--- config.mk ---
export PLATFORM = sky130hd
export DESIGN_NAME = cec_rx
export DESIGN_NICKNAME = d
export VERILOG_FILES = /design/src/rtl/cec_rx_pkg.sv /design/src/rtl/cec_rx_edge.sv /design/src/rtl/cec_rx_timer.sv /design/src/rtl/cec_rx_status.sv /design/src/rtl/cec_rx.sv
export SDC_FILE = /design/constraint.sdc
export NUM_CORES = 1
export LEC_CHECK = 0
export CELL_PAD_IN_SITES_DETAIL_PLACEMENT = 0
export CELL_PAD_IN_SITES_GLOBAL_PLACEMENT = 1
export CORE_UTILIZATION = 52
export DETAILED_ROUTE_END_ITERATION = 6
export DONT_BUFFER_PORTS = 1
export GPL_ROUTABILITY_DRIVEN = 0
export PLACE_DENSITY = 0.86
export SKIP_CTS_REPAIR_TIMING = 1
export SLEW_MARGIN = 10
export SYNTH_ARGS = -nofsm -noshare
export SYNTH_HDL_FRONTEND = slang
export SYNTH_SLANG_ARGS = --single-unit
--- constraint.sdc ---
create_clock -name clk -period 8.9 [get_ports clk]
set_clock_uncertainty 0.2 [all_clocks]
set_input_delay 0.89 -clock clk [delete_from_list [all_inputs] [get_ports clk]]
set_output_delay 0.89 -clock clk [all_outputs]
set_load 0.05 [all_outputs]
--- src/rtl/cec_rx_pkg.sv ---
package cec_rx_pkg;
  typedef enum logic [1:0] {
    S_IDLE  = 2'd0,
    S_START = 2'd1,
    S_BITS  = 2'd2
  } rx_state_e;

  // status bit offsets relative to STAT_BASE
  localparam int unsigned STAT_BASE = 8;
  localparam int unsigned STAT_NB   = 7;
  localparam int unsigned SB_FULL   = 0;
  localparam int unsigned SB_OVR    = 1;
  localparam int unsigned SB_START  = 2;
  localparam int unsigned SB_ANOM   = 3;
  localparam int unsigned SB_BERR   = 4;
  localparam int unsigned SB_FALL   = 5;
  localparam int unsigned SB_RISE   = 6;
endpackage

--- src/rtl/cec_rx_edge.sv ---
module cec_rx_edge (
  input  logic clk,
  input  logic rst_n,
  input  logic line_i,
  output logic fall_o,
  output logic rise_o
);
  logic line_q;

  always_ff @(posedge clk or negedge rst_n) begin
    if (!rst_n) line_q <= 1'b1;
    else        line_q <= line_i;
  end

  assign fall_o = line_q & ~line_i;
  assign rise_o = ~line_q & line_i;
endmodule

--- src/rtl/cec_rx_timer.sv ---
module cec_rx_timer #(
  parameter int CW = 8
) (
  input  logic          clk,
  input  logic          rst_n,
  input  logic          tick_i,
  input  logic          lvl_i,
  input  logic          fall_i,
  input  logic          rise_i,
  output logic [CW-1:0] cnt_o,
  output logic [CW-1:0] hi_o
);
  localparam logic [CW-1:0] ONE_TICK = CW'(1);

  logic [CW-1:0] cnt_q, cnt_n, hi_q, hi_n;

  always_comb begin
    cnt_n = cnt_q;
    if (fall_i)                 cnt_n = tick_i ? ONE_TICK : '0;
    else if (tick_i && !(&cnt_q)) cnt_n = cnt_q + ONE_TICK;

    hi_n = hi_q;
    if (fall_i)                         hi_n = '0;
    else if (rise_i)                    hi_n = tick_i ? ONE_TICK : '0;
    else if (tick_i && lvl_i && !(&hi_q)) hi_n = hi_q + ONE_TICK;
  end

  always_ff @(posedge clk or negedge rst_n) begin
    if (!rst_n) begin
      cnt_q <= '0;
      hi_q  <= '0;
    end else begin
      cnt_q <= cnt_n;
      hi_q  <= hi_n;
    end
  end

  assign cnt_o = cnt_q;
  assign hi_o  = hi_q;

  a_r10_hi_zero_at_fall: assert property (@(posedge clk) disable iff (!rst_n)
    $past(fall_i) |-> (hi_q == '0));
endmodule

--- src/rtl/cec_rx_status.sv ---
module cec_rx_status #(
  parameter int NB   = 7,
  parameter int BASE = 8,
  parameter int W    = 16
) (
  input  logic          clk,
  input  logic          rst_n,
  input  logic [NB-1:0] set_i,
  input  logic          wr_i,
  input  logic [W-1:0]  wdata_i,
  input  logic          rd_i,
  output logic [W-1:0]  stat_o
);
  logic [NB-1:0] st_q, st_n;

  for (genvar i = 0; i < NB; i++) begin : g_bit
    logic clr;
    if (i == 0) begin : g_full
      assign clr = (wr_i & wdata_i[BASE+i]) | rd_i;
    end else begin : g_plain
      assign clr = wr_i & wdata_i[BASE+i];
    end
    assign st_n[i] = set_i[i] | (st_q[i] & ~clr);
  end

  always_ff @(posedge clk or negedge rst_n) begin
    if (!rst_n) st_q <= '0;
    else        st_q <= st_n;
  end

  always_comb begin
    stat_o = '0;
    stat_o[BASE +: NB] = st_q;
  end

  logic unused_wbits;
  assign unused_wbits = ^{wdata_i[BASE-1:0], wdata_i[W-1:BASE+NB]};

  a_r8_read_clears_full: assert property (@(posedge clk) disable iff (!rst_n)
    (rd_i && !set_i[0]) |=> !st_q[0]);
endmodule

--- src/rtl/cec_rx.sv ---
module cec_rx
  import cec_rx_pkg::*;
#(
  parameter int CW = 8,
  parameter int AW = 4
) (
  input  logic                    clk,
  input  logic                    rst_n,
  input  logic                    tick_i,
  input  logic                    line_i,
  input  logic [(1<<AW):0]        ctrl_i,
  input  logic [4*CW-1:0]         start_tmg_i,
  input  logic [4*CW-1:0]         bit_tmg_i,
  input  logic [2*CW-1:0]         misc_tmg_i,
  input  logic                    stat_wr_i,
  input  logic [15:0]             stat_wdata_i,
  input  logic                    rx_rd_i,
  output logic [15:0]             rx_data_o,
  output logic [15:0]             stat_o,
  output logic                    ack_drive_o
);
  localparam int NLA    = (1 << AW) - 1;
  localparam int NDATA  = 8;
  localparam int RXW    = NDATA + 2;
  localparam int BW     = $clog2(NDATA + 2);
  localparam logic [AW-1:0] BCAST   = AW'(NLA);
  localparam logic [BW-1:0] EOM_IDX = BW'(NDATA);
  localparam logic [BW-1:0] ACK_IDX = BW'(NDATA + 1);

  // timing fields
  logic [CW-1:0] s_maxlo, s_minlo, s_maxp, s_minp;
  logic [CW-1:0] d_maxlo, d_smp, d_maxp, d_minp, eob_t, ack_lo;
  assign {s_minp, s_maxp, s_minlo, s_maxlo} = start_tmg_i;
  assign {d_minp, d_maxp, d_smp, d_maxlo}   = bit_tmg_i;
  assign {ack_lo, eob_t}                    = misc_tmg_i;

  logic snoop, nak;
  logic [NLA:0] mask_w;
  assign mask_w = {1'b0, ctrl_i[NLA-1:0]};
  assign snoop  = ctrl_i[NLA];
  assign nak    = ctrl_i[NLA+1];

  logic fall, rise;
  logic [CW-1:0] cnt, hi;
  logic [STAT_NB-1:0] set_v;
  logic full;

  cec_rx_edge u_edge (.clk(clk), .rst_n(rst_n), .line_i(line_i), .fall_o(fall), .rise_o(rise));

  cec_rx_timer #(.CW(CW)) u_timer (
    .clk(clk), .rst_n(rst_n), .tick_i(tick_i), .lvl_i(line_i),
    .fall_i(fall), .rise_i(rise), .cnt_o(cnt), .hi_o(hi));

  cec_rx_status #(.NB(STAT_NB), .BASE(STAT_BASE), .W(16)) u_status (
    .clk(clk), .rst_n(rst_n), .set_i(set_v), .wr_i(stat_wr_i),
    .wdata_i(stat_wdata_i), .rd_i(rx_rd_i), .stat_o(stat_o));

  assign full = stat_o[STAT_BASE + SB_FULL];

  rx_state_e st_q, st_n;
  logic [BW-1:0]    bidx_q, bidx_n;
  logic [NDATA-1:0] sh_q, sh_n;
  logic [RXW-1:0]   rx_q, rx_n;
  logic gap_q, gap_n, eom_q, eom_n, first_q, first_n;
  logic acc_q, acc_n, drv_q, drv_n, ack_q, ack_n;

  logic [AW-1:0] dest;
  logic hit, acc_now, drv_now, p_ok;
  assign dest    = sh_q[AW-1:0];
  assign hit     = mask_w[dest];
  assign acc_now = first_q ? (snoop | (dest == BCAST) | hit) : acc_q;
  assign drv_now = first_q ? (hit & ~nak) : drv_q;
  assign p_ok    = (cnt >= d_minp) && (cnt <= d_maxp);

  always_comb begin
    st_n = st_q; bidx_n = bidx_q; sh_n = sh_q; rx_n = rx_q;
    gap_n = gap_q; eom_n = eom_q; first_n = first_q;
    acc_n = acc_q; drv_n = drv_q;
    ack_n = ack_q & (cnt < ack_lo);
    set_v = '0;
    set_v[SB_FALL] = fall;
    set_v[SB_RISE] = rise;
    unique case (st_q)
      S_IDLE: if (fall) st_n = S_START;
      S_START: begin
        if (fall) begin
          if (cnt >= s_minp && cnt <= s_maxp) begin
            st_n = S_BITS; set_v[SB_START] = 1'b1;
            bidx_n = '0; gap_n = 1'b0; first_n = 1'b1;
          end else begin
            st_n = S_IDLE; set_v[SB_ANOM] = 1'b1;
          end
        end else if ((rise && cnt < s_minlo) || (!line_i && cnt > s_maxlo) ||
                     (line_i && cnt > s_maxp)) begin
          st_n = S_IDLE; set_v[SB_ANOM] = 1'b1;
        end
      end
      S_BITS: begin
        if (fall) begin
          if (!p_ok) begin
            st_n = S_IDLE; set_v[SB_BERR] = 1'b1; ack_n = 1'b0;
          end else if (gap_q) begin
            bidx_n = '0; gap_n = 1'b0;
          end else begin
            bidx_n = bidx_q + BW'(1);
            if (bidx_q == EOM_IDX && drv_now) ack_n = 1'b1;
          end
        end else if ((!line_i && cnt > d_maxlo) || (line_i && !gap_q && cnt > d_maxp)) begin
          st_n = S_IDLE; set_v[SB_BERR] = 1'b1; ack_n = 1'b0;
        end else if (line_i && gap_q && hi >= eob_t) begin
          st_n = S_IDLE;
        end else if (tick_i && !gap_q && cnt == d_smp) begin
          if (bidx_q < EOM_IDX) sh_n = {sh_q[NDATA-2:0], line_i};
          else if (bidx_q == EOM_IDX) eom_n = line_i;
          else begin
            gap_n = 1'b1; first_n = 1'b0;
            acc_n = acc_now; drv_n = drv_now;
            if (acc_now) begin
              if (full) set_v[SB_OVR] = 1'b1;
              else begin
                rx_n = {line_i, eom_q, sh_q};
                set_v[SB_FULL] = 1'b1;
              end
            end
          end
        end
      end
      default: st_n = S_IDLE;
    endcase
    if (st_n == S_IDLE) ack_n = 1'b0;
  end

  always_ff @(posedge clk or negedge rst_n) begin
    if (!rst_n) begin
      st_q <= S_IDLE; bidx_q <= '0; sh_q <= '0; rx_q <= '0;
      gap_q <= 1'b0; eom_q <= 1'b0; first_q <= 1'b0;
      acc_q <= 1'b0; drv_q <= 1'b0; ack_q <= 1'b0;
    end else begin
      st_q <= st_n; bidx_q <= bidx_n; sh_q <= sh_n; rx_q <= rx_n;
      gap_q <= gap_n; eom_q <= eom_n; first_q <= first_n;
      acc_q <= acc_n; drv_q <= drv_n; ack_q <= ack_n;
    end
  end

  assign rx_data_o   = {{(16-RXW){1'b0}}, rx_q};
  assign ack_drive_o = ack_q;

  a_r6_ack_in_frame: assert property (@(posedge clk) disable iff (!rst_n)
    ack_q |-> (st_q == S_BITS));
  a_r6_ack_width: assert property (@(posedge clk) disable iff (!rst_n)
    ack_q |-> (cnt <= ack_lo));
  a_r7_rx_held_when_full: assert property (@(posedge clk) disable iff (!rst_n)
    full |=> $stable(rx_q));
  a_r7_ovr_needs_full: assert property (@(posedge clk) disable iff (!rst_n)
    $rose(stat_o[STAT_BASE + SB_OVR]) |-> $past(full));
  a_r4_berr_aborts: assert property (@(posedge clk) disable iff (!rst_n)
    $rose(stat_o[STAT_BASE + SB_BERR]) |-> (st_q == S_IDLE));
  a_r2_start_enters_bits: assert property (@(posedge clk) disable iff (!rst_n)
    $rose(stat_o[STAT_BASE + SB_START]) |-> (st_q == S_BITS));
endmodule

==> results of run 1 <==
where the power goes:
group / internal, mW / leakage, nW / switching, mW
registers: 0.257 / 0.721 / 0.0335
logic: 0.0607 / 1.91 / 0.0833
clock network: 0.0855 / 0.0587 / 0.0881
metal layers:
metal / routed length [um] / global-route usage [%] / vias to the layer above
li1: - / - / 1833
met2: 5400 / 41.0 / 111
met3: 536 / 4.32 / 6
met4: 64 / 2.83 / 0
met1: 4850 / 31.2 / 1773
met5: 0 / 0 / -
logic make-up (layout without fill, tap and decap cells):
family / after synthesis / after routing
other: 1 / 15
XOR/XNOR: 13 / 13
AND/OR/NAND/NOR: 143 / 143
buffers and inverters: 101 / 86
adder cells (fa/ha/maj): 76 / 76
multiplexers: 29 / 29
AO/OA/AOI/OAI: 107 / 107
flip-flops: 54 / 54
worst min-delay path by stage:
stage | start | slack, ns | end
2_1_floorplan | acc_q | 0.24 | acc_q
3_5_place_dp | acc_q | 0.29 | acc_q
6_report | rst_n | 0.06 | sh_q[7]
3_3_place_gp | acc_q | 0.26 | acc_q
4_1_cts | rst_n | 0.05 | u_status.st_q[2]
5_1_grt | rst_n | 0.03 | sh_q[7]
flip-flops by register name (all words and copies together), names as in the netlist:
name and flops:
rx_q 10, sh_q 8, u_timer.cnt_o 8, u_timer.hi_o 8
u_status.st_q 7, bidx_q 4, st_q 2, acc_q 1
ack_drive_o 1, drv_q 1, eom_q 1, first_q 1
gap_q 1, u_edge.line_q 1
layout make-up:
class                           count  area [um2]
Clock buffer                        5        68.8
Sequential cell                    54        1350
Inverter                           76         285
Fill cell                         809        3870
Timing Repair Buffer                2        15.0
Tap cell                          108         135
Multi-Input combinational cell    383        2990
Clock inverter                      3        47.5
worst reg2reg max path, cell delays in order (launching register included):
cell and delay, ns:
dfrtp_1 0.63, ha_1 0.42, nand2_1 0.07, nor2_1 0.17, a221oi_1 0.13, a311oi_2 0.55
nand4b_1 0.78, mux2_1 0.57
cell usage in the layout, fill, tap and decap left out, types with 4 or more instances in the layout:
master     n
clkbuf_8   5
a21oi_1   24
mux2i_1    5
nor2b_1    8
a211o_1    4
nand2_1   29
a31oi_1    5
nor3_1     7
nand3_1   14
o21a_1     5
conb_1    15
mux2_4     9
ha_1      76
o31ai_1    4
nand2b_1  14
and4_1     4
o211ai_1   6
dfrtp_1   53
a211oi_1   4
nor2_1    25
a21o_1    11
xor2_1    11
o21ai_0   27
mux2_2    11
and3_1     7
nand4_1   16
inv_1     76
stage by stage:
| stage | total power, mW | area, um2 | setup WS, ns | hold WS, ns | utilization, % |
|---|---|---|---|---|---|
| global placement | 0.430 | 4770 | 5.15 | 0.256 | 54.5 |
| global route | 0.645 | 4890 | 5.07 | 0.0337 | 55.8 |
| finish | 0.608 | 4890 | 5.27 | 0.0605 | 55.8 |
| detailed placement | 0.440 | 4770 | 5.10 | 0.293 | 54.5 |
| CTS | 0.612 | 4890 | 5.29 | 0.0500 | 55.8 |
| floorplan | 0.410 | 4790 | 5.72 | 0.244 | - |
==> impl_results.md, run 1 <==
- Status: completed
- Pwr dens: 124 nW/um2
- CTS tree: done
- FMAX: 276 MHz
- Cell count after synthesis: 524
- RSZ-0062 raised after global routing: no
- DP HPWL: 8430 um
- Post-synth top area cell: dfrtp_1
- Wire length per cell: 17.2 um
- Rel. slew slack: 45.9%
- Antenna viol nets, final: 0
- Min Tclk post-route: 3.63 ns
- Worst min-delay path class: input port to asynchronous set/reset pin
- Die Span X: 97.4 um
- Post-synth cell types: 56
- # H-tree levels: 2
- Cell count after placement: 623
- Number of global-route vias before repair: 3591
- Fin. Hold Viols: 0
- Pin count of the biggest net entering global routing: 55
- CTS clk-pin slew, worst paths: 0.11 ns
- Synth Area in Compound Gates: 15.0%
- Rows: 34
- IO Pins: 152
- Crit-path max FO: 14
- Synth area leaders: dfrtp_1 (28%), ha_1 (20%), inv_1 (6.0%), mux2_4 (2.9%), o21ai_0 (2.9%)
- Share of the cycle needed by the critical path after routing: 40.8%
- Max incr delay on CP: 0.78 ns
- First-pass GRT wire length: 18000 um
- Top cells by count, synth: ha_1 (76), inv_1 (76), dfrtp_1 (53)
- CP bufs+invs: 0
- Die ar.: 9490 um2
- Synthesized area: 4740 um2
- Crit path DAT: 3.63 ns
- Mux cell area share after synthesis: 8.19%
- Final setup violating endpoints: 0
- Simple-Gate Fraction of Synth Area: 16.1%
- Post-synth top area share: 28.0%
- Worst skew pair latency: 0.31 ns
- CP endpoint: rx_q[0]
- Number of DRC violations after detailed routing: 0
- Drt first pass iters: 5
- VDD IR-drop max: 0.0000871 V
- CP cell instances: ha_1, nand2_1, nor2_1, a221oi_1, a311oi_2, nand4b_1, mux2_1
- Layout area overhead: 3.25%
- Initial antenna violation count: 0
- Vias: 3723
- Yosys warning count: 0
- Ys async rst share: 100%
- MaxCap Viol Count: 0
- Die Y-Extent: 97.4 um
- CORE AREA: 8760 um2
- All-layer global routing usage: 23.5%
- CTS max path bufs: 2
- Final #Nets: 717
- Leak: 2.69 nW
- # diodes: 0
- Post-Synth Adder-Cell Area: 20.1%
- Root Buffer Master: clkbuf_8
- Main combinational cell family by area after synthesis: adder cells
- Worst reg2reg setup slack: 5.27 ns
- Reg2reg path depth: 7
- CP required: 8.90 ns
- Syn_area_per_cell: 9.04 um2
- Clock Sinks: 54
- Setup_tns: 0 ns
- Setup crit start kind: flop
- XOR/XNOR Fraction of Synth Area: 2.40%
- Post-synth EDFFs: 0
- Num CTS Buffers: 5
- Initial Util: 54.0%
- Crit Reg-Reg Endpoint: rx_q[0]
- Worst reg2reg path startpoint: u_timer.cnt_o[3]
- Routed wire length: 10900 um
- Share of cells above drive strength 1: 7.65%
- WS Path Type: flop to flop
- Synthesized flop and latch total: 54
- Synth Flop Type: dfrtp_1
- Critical Path End Type: flop
- Total grt overflow: 0
- Port Buffer Count: 0
- Worst setup path startpoint: u_timer.cnt_o[3]
- Worst slew pin tran: 0.807 ns
- Slowest-stage cell, CP: nand4b_1
- Vias per cell: 5.90
- Fin cells: 631
- Post-synthesis sequential area ratio: 28.6%
- Critical path depth: 7
- DRT iter0 DRCs: 135
- Slew Limit Fails: 0
- Largest delay contributor family on the critical path: simple AND/OR/NAND/NOR gates
No activity file was read; power rests on OpenSTA's default activity.
==> inputs of run 2 (changes only) <==
Settings changed: CORE_UTILIZATION 52 to 48, PLACE_DENSITY 0.86 to 0.8.
Clock period 8.9 ns to 3.35 ns, I/O delays scaled along.
==> run 2 against run 1 <==
Compared with the run above:
- the flow now finishes with violations (negative hold slack)
- via count increased by 1.1%
- sequential share of layout area shrank 0.94 points
- critical endpoint is now sh_q[6]
- flip-flop and latch count unchanged
==> impl_results.md, run 2 (synthesis results as in run 1) <==
- Hold_sp: tick_i
- DRT iter0 DRCs: 165 (+22%)
- Hold Path End: u_timer.cnt_o[0]
- Share of the cycle needed by the critical path after routing: 91.9% (+51 points)
- Root Buffer Master: clkbuf_8
- Setup crit start kind: flop
- Min Tclk post-route: 3.08 ns (-0.552 ns)
- Total grt overflow: 0 (unchanged)
- Failing checks: negative hold slack
- MaxCap Viol Count: 0 (unchanged)
- Routed wire length: 11100 um (+2.7%)
- CTS max path bufs: 2 (unchanged)
- Number of global-route vias before repair: 3745 (+4.3%)
- Vias: 3764 (+1.1%)
- Initial antenna violation count: 0 (unchanged)
- Max incr delay on CP: 0.57 ns (-0.21 ns)
- Slew Limit Fails: 0 (unchanged)
- Worst reg2reg setup slack: 0.27 ns (-5.00 ns)
- Worst min-delay path class: input port to flop
- Drt first pass iters: 4 (-1)
- Top reg by flops: rx_q
- First-pass GRT wire length: 17800 um (-1.0%)
- Power after layout: 1.57 mW (+160%)
- Num CTS Buffers: 5 (unchanged)
- CP required: 3.36 ns (-5.54 ns)
- DP HPWL: 8800 um (+4.4%)
- Initial Util: 50.3% (-3.7 points)
- CP cell instances: inv_1, ha_1, nand2_1, nor2_1, a221oi_1, a311oi_2, nand4_1, mux2_2
- Cell count after placement: 652 (+4.7%)
- Worst Setup Slack, final: 0.273 ns (-5.00 ns)
- Final #Nets: 734 (+2.4%)
- Clock Sinks: 54 (unchanged)
- IO Pins: 152 (unchanged)
- Critical Path End Type: flop
- WHS Path Cells: 2
- Max reg flops: 10 (unchanged)
- Slowest-stage cell, CP: a311oi_2
- Fin cells: 669 (+6.0%)
- Rel. slew slack: 56.4% (+11 points)
- Vias per cell: 5.63 (-4.6%)
- Crit path DAT: 3.09 ns (-0.54 ns)
- Layout area overhead: 6.87%
- Die ar.: 10300 um2 (+8.2%)
- Reg2reg path depth: 8 (+1)
- Final setup violating endpoints: 0 (unchanged)
- Hold_ws: -0.0178 ns (-0.0783 ns)
- Antenna viol nets, final: 0 (unchanged)
- Pin count of the biggest net entering global routing: 55 (unchanged)
- RSZ-0062 raised after global routing: no
- # diodes: 0 (unchanged)
- CTS tree: done
- Commonest non-fill, non-tap cells in the layout: inv_1 (76), ha_1 (76), dfrtp_1 (53)
- VDD IR-drop max: 0.000179 V (+110%)
- Number of DRC violations after detailed routing: 0 (unchanged)
- CORE AREA: 9420 um2 (+7.4%)
- FMAX: 325 MHz (+18%)
- Die Span X: 101 um (+4.0%)
- Rows: 35 (+2.9%)
- Wire length per cell: 16.7 um (-3.1%)
- Fin. Hold Viols: 3 (+3)
- Placement Setup Slack: 0.214 ns (-4.89 ns)
- Share of cells above drive strength 1: 9.07% (+1.4 points)
- WS Path Type: flop to flop
- Setup_tns: 0 ns (unchanged)
- Status: complete, but fails checks
- Worst slew pin tran: 0.650 ns (-0.157 ns)
- All-layer global routing usage: 22.3% (-1.2 points)
- Leak: 2.76 nW (+2.5%)
- Worst skew pair latency: 0.32 ns (about the same)
- Crit Reg-Reg Endpoint: sh_q[6]
- CTS clk-pin slew, worst paths: 0.11 ns (about the same)
- Worst reg2reg path startpoint: u_timer.cnt_o[0]
- Pwr dens: 311 nW/um2 (+150%)
- Crit-path max FO: 8 (-6)
- Port Buffer Count: 0 (unchanged)
- Die Y-Extent: 101 um (+4.0%)
- # H-tree levels: 2 (unchanged)
## run 2: cell count changes in the layout (fill, tap and decap cells not counted), sizes merged
cell         delta
clkinvlp        +1
bufinv          -1
buf             +9
dlygate4sd3     +8
## run 2: cell type report
type	instances	area, um2
clock inverter	3	25.0
tap	129	161
timing repair buffer	19	183
inverter	76	285
clock buffer	5	68.8
fill	891	4350
sequential	54	1350
multi-input combinational	383	2990
## run 2: how the worst max path moves through the flow
| stage | start | to | cells after the start |
|---|---|---|---|
| 6_report | u_timer.cnt_o[0] | sh_q[6] | 8 |
| 5_1_grt | u_timer.cnt_o[0] | sh_q[6] | 8 |
| 4_1_cts | u_timer.cnt_o[0] | sh_q[6] | 8 |
| 3_5_place_dp | u_timer.cnt_o[0] | sh_q[6] | 8 |
| 3_3_place_gp | u_timer.cnt_o[0] | sh_q[4] | 8 |
| 2_1_floorplan | u_timer.cnt_o[7] | bidx_q[1] | 8 |
## run 2: where the power goes
part | internal (mW) | switching, mW | total (mW)
combinational | 0.175 | 0.241 | 0.416
sequential | 0.684 | 0.0822 | 0.766
clock | 0.152 | 0.238 | 0.390
## run 2: metrics by stage
stage | instance area (um2) | utilization, %
floorplan | 4790 | -
global placement | 4860 | 51.6
detailed placement | 4860 | 51.6
CTS | 4950 | 52.6
global route | 5060 | 53.8
finish | 5060 | 53.8
## run 2: worst max-delay path, delay by kind of cell, from the launching register on
family / cells / cell delay [ns]
AOI/OAI and AO/OA: 2 / 0.68
buffers and inverters: 1 / 0.22
and+or+nand+nor: 3 / 0.63
adders and majority gates: 1 / 0.33
DFF: 1 / 0.49
muxes: 1 / 0.42
## run 2: metal layers
| layer | global-route usage [%] | routed length [um] | vias to the layer above |
|---|---|---|---|
| li1 | - | - | 1857 |
| met1 | 29.4 | 5020 | 1761 |
| met2 | 37.7 | 5220 | 136 |
| met3 | 4.69 | 800 | 10 |
| met4 | 4.57 | 99 | 0 |
| met5 | 0 | 0 | - |
==> inputs of run 3 (changes only) <==
Settings changed: PLACE_DENSITY 0.8 to default, PLACE_DENSITY_LB_ADDON from default to 0.1.
==> run 3 against run 2 <==
Compared with the run above:
- the run still ends with negative hold slack left
- die area is the same
- critical path depth down 1
- register-to-register slack got worse by 0.05 ns
- critical path type unchanged
- largest power group unchanged
==> impl_results.md, run 3 (synthesis results as in run 1) <==
- Failing checks: negative hold slack
- Layer with the highest usage: met2
- Worst min-delay path class: input port to flop
- Min Tclk post-route: 3.13 ns (+0.0501 ns)
- Die Y-Extent: 101 um (unchanged)
- # H-tree levels: 2 (unchanged)
- FMAX: 320 MHz (-1.6%)
- Max incr delay on CP: 0.61 ns (+0.04 ns)
- Share of cells above drive strength 1: 9.07% (unchanged)
- VDD IR-drop max: 0.000269 V (+50%)
- Met3 usage: 3.17% (-1.5 points)
- IO Pins: 152 (unchanged)
- Crit path DAT: 3.13 ns (+0.04 ns)
- DRT iter0 DRCs: 132 (-20%)
- Grt met1 use: 31.5% (+2.0 points)
- Initial antenna violation count: 0 (unchanged)
- Worst skew pair latency: 0.31 ns (about the same)
- Vias: 3785 (+0.56%)
- MaxCap Viol Count: 0 (unchanged)
- Fin. Hold Viols: 1 (-2)
- RSZ-0062 raised after global routing: no
- Met2 usage: 34.6% (-3.0 points)
- Die Span X: 101 um (unchanged)
- Top reg by flops: rx_q
- CORE AREA: 9420 um2 (unchanged)
- Crit-path max FO: 11 (+3)
- Rows: 35 (unchanged)
- Clock Sinks: 54 (unchanged)
- Multi-input gate area: 2990 um2 (unchanged)
- Share of the cycle needed by the critical path after routing: 93.3% (+1.5 points)
- Final setup violating endpoints: 0 (unchanged)
- CTS max path bufs: 2 (unchanged)
- Hold_ws: -0.00500 ns (+0.0128 ns)
- Worst reg2reg setup slack: 0.22 ns (-0.05 ns)
- Vias per cell: 5.66 (+0.56%)
- Status: complete, but fails checks
- Port Buffer Count: 0 (unchanged)
- Final #Nets: 734 (unchanged)
- Pwr dens: 313 nW/um2 (+0.95%)
- CP cell instances: xor2_1, nor4_1, nand4_1, a2111oi_4, nand4b_1, buf_4, mux2_4
- Total grt overflow: 0 (unchanged)
- Antenna viol nets, final: 0 (unchanged)
- Commonest non-fill, non-tap cells in the layout: inv_1 (76), ha_1 (76), dfrtp_1 (53)
- Slowest-stage cell, CP: dfrtp_1
- DP HPWL: 8660 um (-1.5%)
- Slew Limit Fails: 0 (unchanged)
- Num CTS Buffers: 5 (unchanged)
- Wire length per cell: 17.0 um (+2.0%)
- Post-DP Area: 4860 um2 (unchanged)
- Rel. slew slack: 57.9% (+1.5 points)
- Drt first pass iters: 4 (unchanged)
- Routed wire length: 11400 um (+2.0%)
- Layout area overhead: 6.90% (about the same)
- Pin count of the biggest net entering global routing: 55 (unchanged)
- All-layer global routing usage: 21.7% (-0.61 points)
- Critical Path End Type: flop
- CTS tree: done
- Finished Cell Area: 5060 um2 (about the same)
- Die ar.: 10300 um2 (unchanged)
- WS Path Type: flop to flop
- Fill cell count: 883 (-0.90%)
- Setup crit start kind: flop
- Leak: 2.76 nW (+0.21%)
- Worst slew pin tran: 0.626 ns (-0.0237 ns)
- Max reg flops: 10 (unchanged)
- Root Buffer Master: clkbuf_8
- # diodes: 0 (unchanged)
- Sequential cell area: 1350 um2 (unchanged)
- Initial Util: 50.3% (unchanged)
- CTS clk-pin slew, worst paths: 0.11 ns (about the same)
- CP required: 3.35 ns (about the same)
- First-pass GRT wire length: 17200 um (-3.1%)
- Number of DRC violations after detailed routing: 0 (unchanged)
- Setup_tns: 0 ns (unchanged)
- Number of global-route vias before repair: 3473 (-7.3%)
-- run 3: cell count changes in the layout (fill, tap and decap cells not counted) --
cell | previous run | this run
clkinvlp_4 | 1 | 0
inv_6 | 1 | 2
-- run 3: metal layers --
layer  wire length [um]  part of all wire [%]
met1               5500                    48
met2               5260                    46
met3                502                   4.4
met4                 91                  0.80
met5                  0                     0
-- run 3: where the power goes --
part	internal [mW]	switching, mW	leakage [nW]
logic	0.177	0.245	1.99
clock network	0.155	0.242	0.0491
registers	0.684	0.0839	0.721
total	1.02	0.571	2.76
-- run 3: area by class of cell --
| cell class | instances | area share, % |
|---|---|---|
| clock buffers | 5 | 1.36 |
| well taps | 129 | 3.19 |
| repair buffers | 19 | 3.61 |
| clock inverters | 3 | 0.519 |
| inverters | 76 | 5.64 |
| multi-input cells | 383 | 59.0 |
| flip-flops and latches | 54 | 26.7 |
-- run 3: critical path, delay by kind of cell (launching register included) --
family | cells | cell delay, ns
AOI/OAI and AO/OA | 1 | 0.41
xor gates and xnor gates | 1 | 0.26
buffers and inverters | 1 | 0.23
DFF | 1 | 0.61
muxes | 1 | 0.31
and+or+nand+nor | 3 | 0.98
-- run 3: final timing paths --
kind	startpoint	endpoint	depth (start not counted)
max	u_timer.cnt_o[7]	rx_q[6]	7
min	stat_wr_i	u_status.st_q[6]	2
max reg2reg	u_timer.cnt_o[7]	rx_q[6]	7
min reg2reg	acc_q	acc_q	1
max in group asynchronous	rst_n	u_edge.line_q	2
min in group asynchronous	rst_n	bidx_q[0]	2
-- run 3: metrics by stage --
stage	std cells	worst slack (ns)	power, mW	util, %
2_1_floorplan	538	0.564	1.09	-
3_3_place_gp	652	0.344	1.16	51.6
3_5_place_dp	652	0.290	1.18	51.6
4_1_cts	660	0.268	1.57	52.6
5_1_grt	669	0.116	1.69	53.8
6_report	669	0.223	1.59	53.8
